[config.mk]
export PLATFORM = sky130hd
export DESIGN_NAME = pmc_bank
export DESIGN_NICKNAME = d
export VERILOG_FILES = /design/src/rtl/pmc_pkg.sv /design/src/rtl/pmc_regs.sv /design/src/rtl/pmc_counter.sv /design/src/rtl/pmc_irq.sv /design/src/rtl/pmc_wide.sv /design/src/rtl/pmc_bank.sv
export SDC_FILE = /design/constraint.sdc
export NUM_CORES = 2
export LEC_CHECK = 0
export BUFFER_PORTS_ARGS = -buffer_cell sky130_fd_sc_hd__buf_2
export CAP_MARGIN = 15
export CORE_MARGIN = 4
export CORE_UTILIZATION = 45
export CTS_CLUSTER_SIZE = 10
export DETAILED_ROUTE_END_ITERATION = 6
export SYNTH_ARGS = -nofsm -noshare
export SYNTH_HDL_FRONTEND = slang
export SYNTH_HIERARCHICAL = 1
export SYNTH_SLANG_ARGS = --single-unit
[constraint.sdc]
create_clock -name clk -period 9.8 [get_ports clk]
set_input_delay 1.96 -clock clk [delete_from_list [all_inputs] [get_ports clk]]
set_output_delay 1.96 -clock clk [all_outputs]
set_load 0.05 [all_outputs]
[src/rtl/pmc_pkg.sv]
package pmc_pkg;
  localparam int ADDR_W = 16;
  localparam int GLB_BIT = 26;

  localparam logic [ADDR_W-1:0] OFS_MASK  = 16'h0800;
  localparam logic [ADDR_W-1:0] OFS_STAT  = 16'h0808;
  localparam logic [ADDR_W-1:0] OFS_CLR   = 16'h080C;
  localparam logic [ADDR_W-1:0] OFS_CTRL  = 16'h1C00;
  localparam logic [ADDR_W-1:0] OFS_VER   = 16'h1CF0;
  localparam logic [ADDR_W-1:0] OFS_EVSEL = 16'h1D00;
  localparam logic [ADDR_W-1:0] OFS_CNT   = 16'h1E00;
endpackage

[src/rtl/pmc_regs.sv]
module pmc_regs
  import pmc_pkg::*;
#(
  parameter int NUM_CNT = 8,
  parameter int EV_W = 8,
  parameter logic [31:0] VERSION = 32'h0000_0002
) (
  input  logic                    clk,
  input  logic                    rst_n,
  input  logic                    sel,
  input  logic                    wr,
  input  logic [ADDR_W-1:0]       addr,
  input  logic [31:0]             wdata,
  input  logic [NUM_CNT-1:0]      status,
  output logic [31:0]             rdata,
  output logic                    glb_en,
  output logic [NUM_CNT-1:0]      run_en,
  output logic [NUM_CNT*EV_W-1:0] evsel,
  output logic [NUM_CNT-1:0]      mask,
  output logic [NUM_CNT-1:0]      clr_vec
);
  localparam int NUM_SELREG = (NUM_CNT * EV_W + 31) / 32;
  localparam int SI_W = (NUM_SELREG > 1) ? $clog2(NUM_SELREG) : 1;
  localparam logic [ADDR_W-1:0] SEL_SPAN = ADDR_W'(4 * NUM_SELREG);

  logic [NUM_SELREG*32-1:0] sel_q;
  logic                     glb_q;
  logic [NUM_CNT-1:0]       en_q;
  logic [NUM_CNT-1:0]       mask_q;
  logic [31:0]              rdata_q;

  // decode
  logic              wr_go, rd_go;
  logic              hit_ctrl, hit_mask, hit_stat, hit_clr, hit_ver, hit_sel;
  logic [ADDR_W-1:0] sel_off;
  logic [SI_W-1:0]   sel_idx;

  assign wr_go    = sel && wr;
  assign rd_go    = sel && !wr;
  assign hit_ctrl = (addr == OFS_CTRL);
  assign hit_mask = (addr == OFS_MASK);
  assign hit_stat = (addr == OFS_STAT);
  assign hit_clr  = (addr == OFS_CLR);
  assign hit_ver  = (addr == OFS_VER);
  assign sel_off  = addr - OFS_EVSEL;
  assign hit_sel  = (addr >= OFS_EVSEL) && (sel_off < SEL_SPAN) && (addr[1:0] == 2'b00);
  assign sel_idx  = SI_W'(sel_off >> 2);

  always_ff @(posedge clk) begin
    if (!rst_n) begin
      sel_q  <= '0;
      glb_q  <= 1'b0;
      en_q   <= '0;
      mask_q <= '1;
    end else if (wr_go) begin
      if (hit_ctrl) begin
        glb_q <= wdata[GLB_BIT];
        en_q  <= wdata[NUM_CNT-1:0];
      end
      if (hit_mask) mask_q <= wdata[NUM_CNT-1:0];
      for (int k = 0; k < NUM_SELREG; k++) begin
        if (hit_sel && (sel_idx == SI_W'(k))) sel_q[k*32 +: 32] <= wdata;
      end
    end
  end

  logic [31:0] rd_mux;
  always_comb begin
    rd_mux = '0;
    if (hit_ctrl) begin
      rd_mux[GLB_BIT]       = glb_q;
      rd_mux[NUM_CNT-1:0]   = en_q;
    end
    if (hit_mask) rd_mux[NUM_CNT-1:0] = mask_q;
    if (hit_stat) rd_mux[NUM_CNT-1:0] = status;
    if (hit_ver)  rd_mux = VERSION;
    if (hit_sel)  rd_mux = sel_q[sel_idx*32 +: 32];
  end

  always_ff @(posedge clk) begin
    if (!rst_n)     rdata_q <= '0;
    else if (rd_go) rdata_q <= rd_mux;
  end

  assign rdata   = rdata_q;
  assign glb_en  = glb_q;
  assign run_en  = en_q;
  assign evsel   = sel_q[NUM_CNT*EV_W-1:0];
  assign mask    = mask_q;
  assign clr_vec = (wr_go && hit_clr) ? wdata[NUM_CNT-1:0] : '0;
endmodule

[src/rtl/pmc_counter.sv]
module pmc_counter #(
  parameter int CNT_W = 64,
  parameter int EV_W = 8
) (
  input  logic               clk,
  input  logic               rst_n,
  input  logic               gate_en,
  input  logic               run_en,
  input  logic [EV_W-1:0]    ev_code,
  input  logic [2**EV_W-1:0] events,
  input  logic               wr_en,
  input  logic [CNT_W-1:0]   wr_data,
  output logic [CNT_W-1:0]   count,
  output logic               inc,
  output logic               wrap
);
  // returns {carry, sum} of val plus one
  function automatic logic [CNT_W:0] bump(input logic [CNT_W-1:0] val);
    return {1'b0, val} + {{CNT_W{1'b0}}, 1'b1};
  endfunction

  logic [CNT_W-1:0] cnt_q;
  logic [CNT_W:0]   nxt;

  assign nxt  = bump(cnt_q);
  assign inc  = gate_en && run_en && events[ev_code];
  assign wrap = inc && !wr_en && nxt[CNT_W];

  // gate_en models the counter clock: nothing changes while it is low
  always_ff @(posedge clk) begin
    if (!rst_n)       cnt_q <= '0;
    else if (gate_en) begin
      if (wr_en)      cnt_q <= wr_data;
      else if (inc)   cnt_q <= nxt[CNT_W-1:0];
    end
  end

  assign count = cnt_q;
endmodule

[src/rtl/pmc_irq.sv]
module pmc_irq #(
  parameter int NUM_CNT = 8
) (
  input  logic               clk,
  input  logic               rst_n,
  input  logic [NUM_CNT-1:0] set_vec,
  input  logic [NUM_CNT-1:0] clr_vec,
  input  logic [NUM_CNT-1:0] mask,
  output logic [NUM_CNT-1:0] status,
  output logic               irq
);
  // a new wrap outranks a clear on the same edge
  function automatic logic [NUM_CNT-1:0] next_status(
    input logic [NUM_CNT-1:0] cur,
    input logic [NUM_CNT-1:0] set,
    input logic [NUM_CNT-1:0] clr
  );
    return (cur & ~clr) | set;
  endfunction

  logic [NUM_CNT-1:0] st_q;

  always_ff @(posedge clk) begin
    if (!rst_n) st_q <= '0;
    else        st_q <= next_status(st_q, set_vec, clr_vec);
  end

  assign status = st_q;
  assign irq    = |(st_q & ~mask);
endmodule

[src/rtl/pmc_wide.sv]
module pmc_wide
  import pmc_pkg::*;
#(
  parameter int NUM_CNT = 8,
  parameter int CNT_W = 64
) (
  input  logic                     clk,
  input  logic                     rst_n,
  input  logic                     sel,
  input  logic                     wr,
  input  logic [ADDR_W-1:0]        addr,
  input  logic [NUM_CNT*CNT_W-1:0] counts,
  output logic [CNT_W-1:0]         rdata,
  output logic [NUM_CNT-1:0]       wr_vec
);
  localparam int CI_W = (NUM_CNT > 1) ? $clog2(NUM_CNT) : 1;
  localparam logic [ADDR_W-1:0] CNT_SPAN = ADDR_W'(8 * NUM_CNT);

  logic [ADDR_W-1:0] off;
  logic              hit;
  logic [CI_W-1:0]   idx;
  logic [CNT_W-1:0]  rdata_q;

  assign off = addr - OFS_CNT;
  assign hit = (addr >= OFS_CNT) && (off < CNT_SPAN) && (addr[2:0] == 3'b000);
  assign idx = CI_W'(off >> 3);

  for (genvar i = 0; i < NUM_CNT; i++) begin : g_wr
    assign wr_vec[i] = sel && wr && hit && (idx == CI_W'(i));
  end

  always_ff @(posedge clk) begin
    if (!rst_n)            rdata_q <= '0;
    else if (sel && !wr)   rdata_q <= hit ? counts[idx*CNT_W +: CNT_W] : '0;
  end

  assign rdata = rdata_q;
endmodule

[src/rtl/pmc_bank.sv]
module pmc_bank
  import pmc_pkg::*;
#(
  parameter int NUM_CNT = 8,
  parameter int CNT_W = 64,
  parameter int EV_W = 8,
  parameter logic [31:0] VERSION = 32'h0000_0002,
  localparam int NUM_EV = 2 ** EV_W
) (
  input  logic              clk,
  input  logic              rst_n,
  input  logic              reg_sel,
  input  logic              reg_wr,
  input  logic [ADDR_W-1:0] reg_addr,
  input  logic [31:0]       reg_wdata,
  output logic [31:0]       reg_rdata,
  input  logic              cnt_sel,
  input  logic              cnt_wr,
  input  logic [ADDR_W-1:0] cnt_addr,
  input  logic [CNT_W-1:0]  cnt_wdata,
  output logic [CNT_W-1:0]  cnt_rdata,
  input  logic [NUM_EV-1:0] ev_pulse,
  output logic              irq
);
  // named internal events, also observed by the checker
  logic                     glb_en;
  logic [NUM_CNT-1:0]       run_en;
  logic [NUM_CNT*EV_W-1:0]  evsel;
  logic [NUM_CNT-1:0]       mask;
  logic [NUM_CNT-1:0]       clr_vec;
  logic [NUM_CNT-1:0]       status;
  logic [NUM_CNT-1:0]       inc_vec;
  logic [NUM_CNT-1:0]       wrap_vec;
  logic [NUM_CNT-1:0]       cnt_wr_vec;
  logic [NUM_CNT*CNT_W-1:0] cnt_flat;

  pmc_regs #(.NUM_CNT(NUM_CNT), .EV_W(EV_W), .VERSION(VERSION)) u_regs (
    .clk(clk), .rst_n(rst_n), .sel(reg_sel), .wr(reg_wr), .addr(reg_addr),
    .wdata(reg_wdata), .status(status), .rdata(reg_rdata), .glb_en(glb_en),
    .run_en(run_en), .evsel(evsel), .mask(mask), .clr_vec(clr_vec)
  );

  pmc_wide #(.NUM_CNT(NUM_CNT), .CNT_W(CNT_W)) u_wide (
    .clk(clk), .rst_n(rst_n), .sel(cnt_sel), .wr(cnt_wr), .addr(cnt_addr),
    .counts(cnt_flat), .rdata(cnt_rdata), .wr_vec(cnt_wr_vec)
  );

  for (genvar i = 0; i < NUM_CNT; i++) begin : g_cnt
    pmc_counter #(.CNT_W(CNT_W), .EV_W(EV_W)) u_cnt (
      .clk(clk), .rst_n(rst_n), .gate_en(glb_en), .run_en(run_en[i]),
      .ev_code(evsel[i*EV_W +: EV_W]), .events(ev_pulse),
      .wr_en(cnt_wr_vec[i]), .wr_data(cnt_wdata),
      .count(cnt_flat[i*CNT_W +: CNT_W]), .inc(inc_vec[i]), .wrap(wrap_vec[i])
    );
  end

  pmc_irq #(.NUM_CNT(NUM_CNT)) u_irq (
    .clk(clk), .rst_n(rst_n), .set_vec(wrap_vec), .clr_vec(clr_vec),
    .mask(mask), .status(status), .irq(irq)
  );
endmodule

==> metrics.yaml <==
run_status: "finished with violations"
violations: "DRC"
synth-async-reset-ratio: 0
synthMuxAreaShare: 0.2635
end_kind: "register"
synth_seq_cells: 697
antenna_left: 0
drtIter0Drc: 9316
start_util: 0.4543
via_per_inst: 7.394
nets: 7500
cts_hold_buffers: 0
avgSynthCellArea_um2: 8.710
p_per_area_mw_per_mm2: 100.2
path_buf_inv: 3
die_width_um: 375.5
die_area_mm2: 0.1410
syn-num-nets: 7377
busiest_layer: "met2"
grtUsageMet2: 0.6424
max-vdd-ir-drop_v: 0.0001246
most-common-layout-cells: "nand2_1 (845), dfxtp_1 (680), mux4_2 (496)"
routed_wl_mm: 314.3
insertion_delay_ps: 710
max_cap_violations: 0
cts_setup_buffers: 0
synthSimpleGateAreaFrac: 0.2373
fmax_mhz: 166.7
crit_slowest_cell: "o21ai_2"
fin_tns_setup_ps: 0
fill_cells: 12860
hold_violations: 0
fp.dieH_um: 375.5
rsz0062_at_grt: "no"
grt_use_met3: 0.09656
antenna_found_initial: 50
areaGrowthSynthToFinish_pct: 9.252
start_kind: "register"
cts-buffers-inserted: 87
setup_violations: 0
clkSlewWorstSetupHoldPaths_ps: 50
seq_area_mm2: 0.01401
critPathMaxFanout: 61
cts_tree: "done"
synth-compound-area-share: 0.2148
synthAdderAreaFrac: 0.001853
grt_max_degree: 106
grt_usage: 0.4247
post-place-ws_ps: 3458
use_met1: 0.5073
gp_congestion: 1.059
syn-cell-area_mm2: 0.06078
drive_gt1_frac: 0.2027
ys_seq_area_frac: 0.2296
first_global_vias: 60980
min_path_type: "reg -> reg"
slowest_delay_ps: 950
synth_cells: 6978
vias: 66240
multi_input_area_mm2: 0.04373
grt_pass1_wl_mm: 442.3
final_common_cell: "nand2_1"
cts_root_buf: "clkbuf_16"
clock_sinks: 697
drc: 4
core_mm2: 0.1338
cts.path.max_buffers: 3
slew_headroom: 0.1944
synth_xor_area_frac: 0
required_ps: 10330
arrival_ps: 6530
path_class: "reg -> reg"
p_leak_nw: 20.29
dp_hpwl_mm: 232.5
maxSlewViolCount: 0
synth_top_family_by_area: "multiplexers"
portBuffers: 486
cts_resized: 0
clock_skew_ps: 55.58
first_pass_iters: 7
critPathTopFamily: "compound AO/OA/AOI/OAI gates"
cts_htree_levels: 3
crit_chain: "buf_4 -> mux4_2 -> a22oi_1 -> a21oi_1 -> nor2_1 -> a22oi_1 -> nand3_2 -> buf_4 -> inv_2 -> o21ai_2 -> o21ai_0"
rows: 134
ios: 487
routedWlPerCell_um: 35.08
synth_edf_count: 0
grt_overflow: 0
ys.warnings.count: 6
synthDistinctLibCells: 83
period_share: 0.6121
setup_ws_ps: 3801
fin_crit_ps: 5999
ys.flop_type: "dfxtp_1"
worstMarginPinSlew_ps: 1198
Yosys cell counts (25+ instances only):
library cell	instances	area [µm²]
o22ai_1	84	525.5
mux2i_1	439	4394
mux4_2	496	11170
a21oi_1	218	1091
nor3_2	25	250.2
buf_4	72	540.5
nand4_1	189	1182
a32o_1	49	490.5
inv_1	97	364.1
nand3_1	373	1867
a311oi_1	57	499.2
buf_2	130	650.6
and2_1	80	500.5
o31a_1	72	630.6
and3_1	157	982.2
o21ai_0	257	1286
a211oi_1	88	660.6
nor2b_1	108	675.7
nand2_1	845	3172
dfxtp_1	697	13950
buf_6	35	394.1
a31oi_1	96	600.6
nor2_1	335	1257
o21ai_1	68	340.3
o211ai_1	184	1381
nand2b_1	34	212.7
nor4_1	107	669.4
mux2_2	40	450.4
clkbuf_1	299	1122
or3_1	99	619.3
or4_1	34	255.2
or2_2	33	206.5
a22oi_1	263	1974
o31ai_1	40	300.3
and4_1	40	350.3
nor3_1	197	986.0
o211a_1	40	400.4
o311ai_0	64	560.5
state kept, by name, summed over array words and instances (netlist names):
register / flops
g_cnt.u_cnt/count: 512
u_regs/evsel: 64
u_wide/rdata: 64
u_regs/rdata: 32
u_irq/status: 8
u_regs/mask: 8
u_regs/run_en: 8
u_regs/glb_en: 1
metrics by stage:
| step | area (µm²) | total power, mW | instances | utilization | hold slack [ps] |
|---|---|---|---|---|---|
| floorplan | 60780 | 3.206 | 6978 | - | 440.0 |
| finish | 66400 | 6.654 | 8959 | 0.4963 | 446.2 |
| CTS | 66310 | 6.654 | 8923 | 0.4956 | 448.3 |
| global placement | 63670 | 3.569 | 8780 | 0.4759 | 435.0 |
| detailed placement | 63670 | 3.575 | 8780 | 0.4759 | 440.7 |
| global route | 66370 | 6.804 | 8947 | 0.4961 | 464.9 |
tightest hold or removal path: cells and delay by family (launching register included):
family,cells,cell delay (ps)
DFF,1,300
and+or+nand+nor,1,50
AOI/OAI and AO/OA,1,50
final timing paths:
kind / startpoint / end / slack [ps] / depth (start not counted)
max reg2reg: u_regs/evsel[40] / g_cnt[5].u_cnt/count[32] / 3800 / 11
min reg2reg: u_wide/rdata[11] / u_wide/rdata[11] / 450 / 2
min: u_wide/rdata[11] / u_wide/rdata[11] / 450 / 2
max: u_regs/evsel[40] / g_cnt[5].u_cnt/count[32] / 3800 / 11
cell families after synthesis:
logic type | count (synthesis)
flip-flops | 697
buffers and inverters | 669
multiplexers | 975
adder cells (fa/ha/maj) | 9
AO/OA/AOI/OAI | 1835
AND/OR/NAND/NOR | 2793
layer usage:
metal,part of all wire,vias to the layer above
li1,-,28000
met1,0.35,31730
met2,0.43,5043
met3,0.11,1457
met4,0.11,14
met5,0.00030,-
where the power goes:
part           switching [mW]  internal, mW
logic                   0.463         0.248
registers             0.00120          2.83
clock network            1.36          1.75
total                    1.82          4.83
layout make-up:
| cell class | count | share of cell area |
|---|---|---|
| Antenna cell | 36 | 0.001357 |
| Clock buffer | 132 | 0.03774 |
| Clock inverter | 11 | 0.001979 |
| Inverter | 106 | 0.005992 |
| Multi-Input combinational cell | 5612 | 0.6586 |
| Sequential cell | 697 | 0.2111 |
| Tap cell | 1768 | 0.03332 |
| Timing Repair Buffer | 597 | 0.04999 |
No activity file was read; power rests on OpenSTA's default activity.
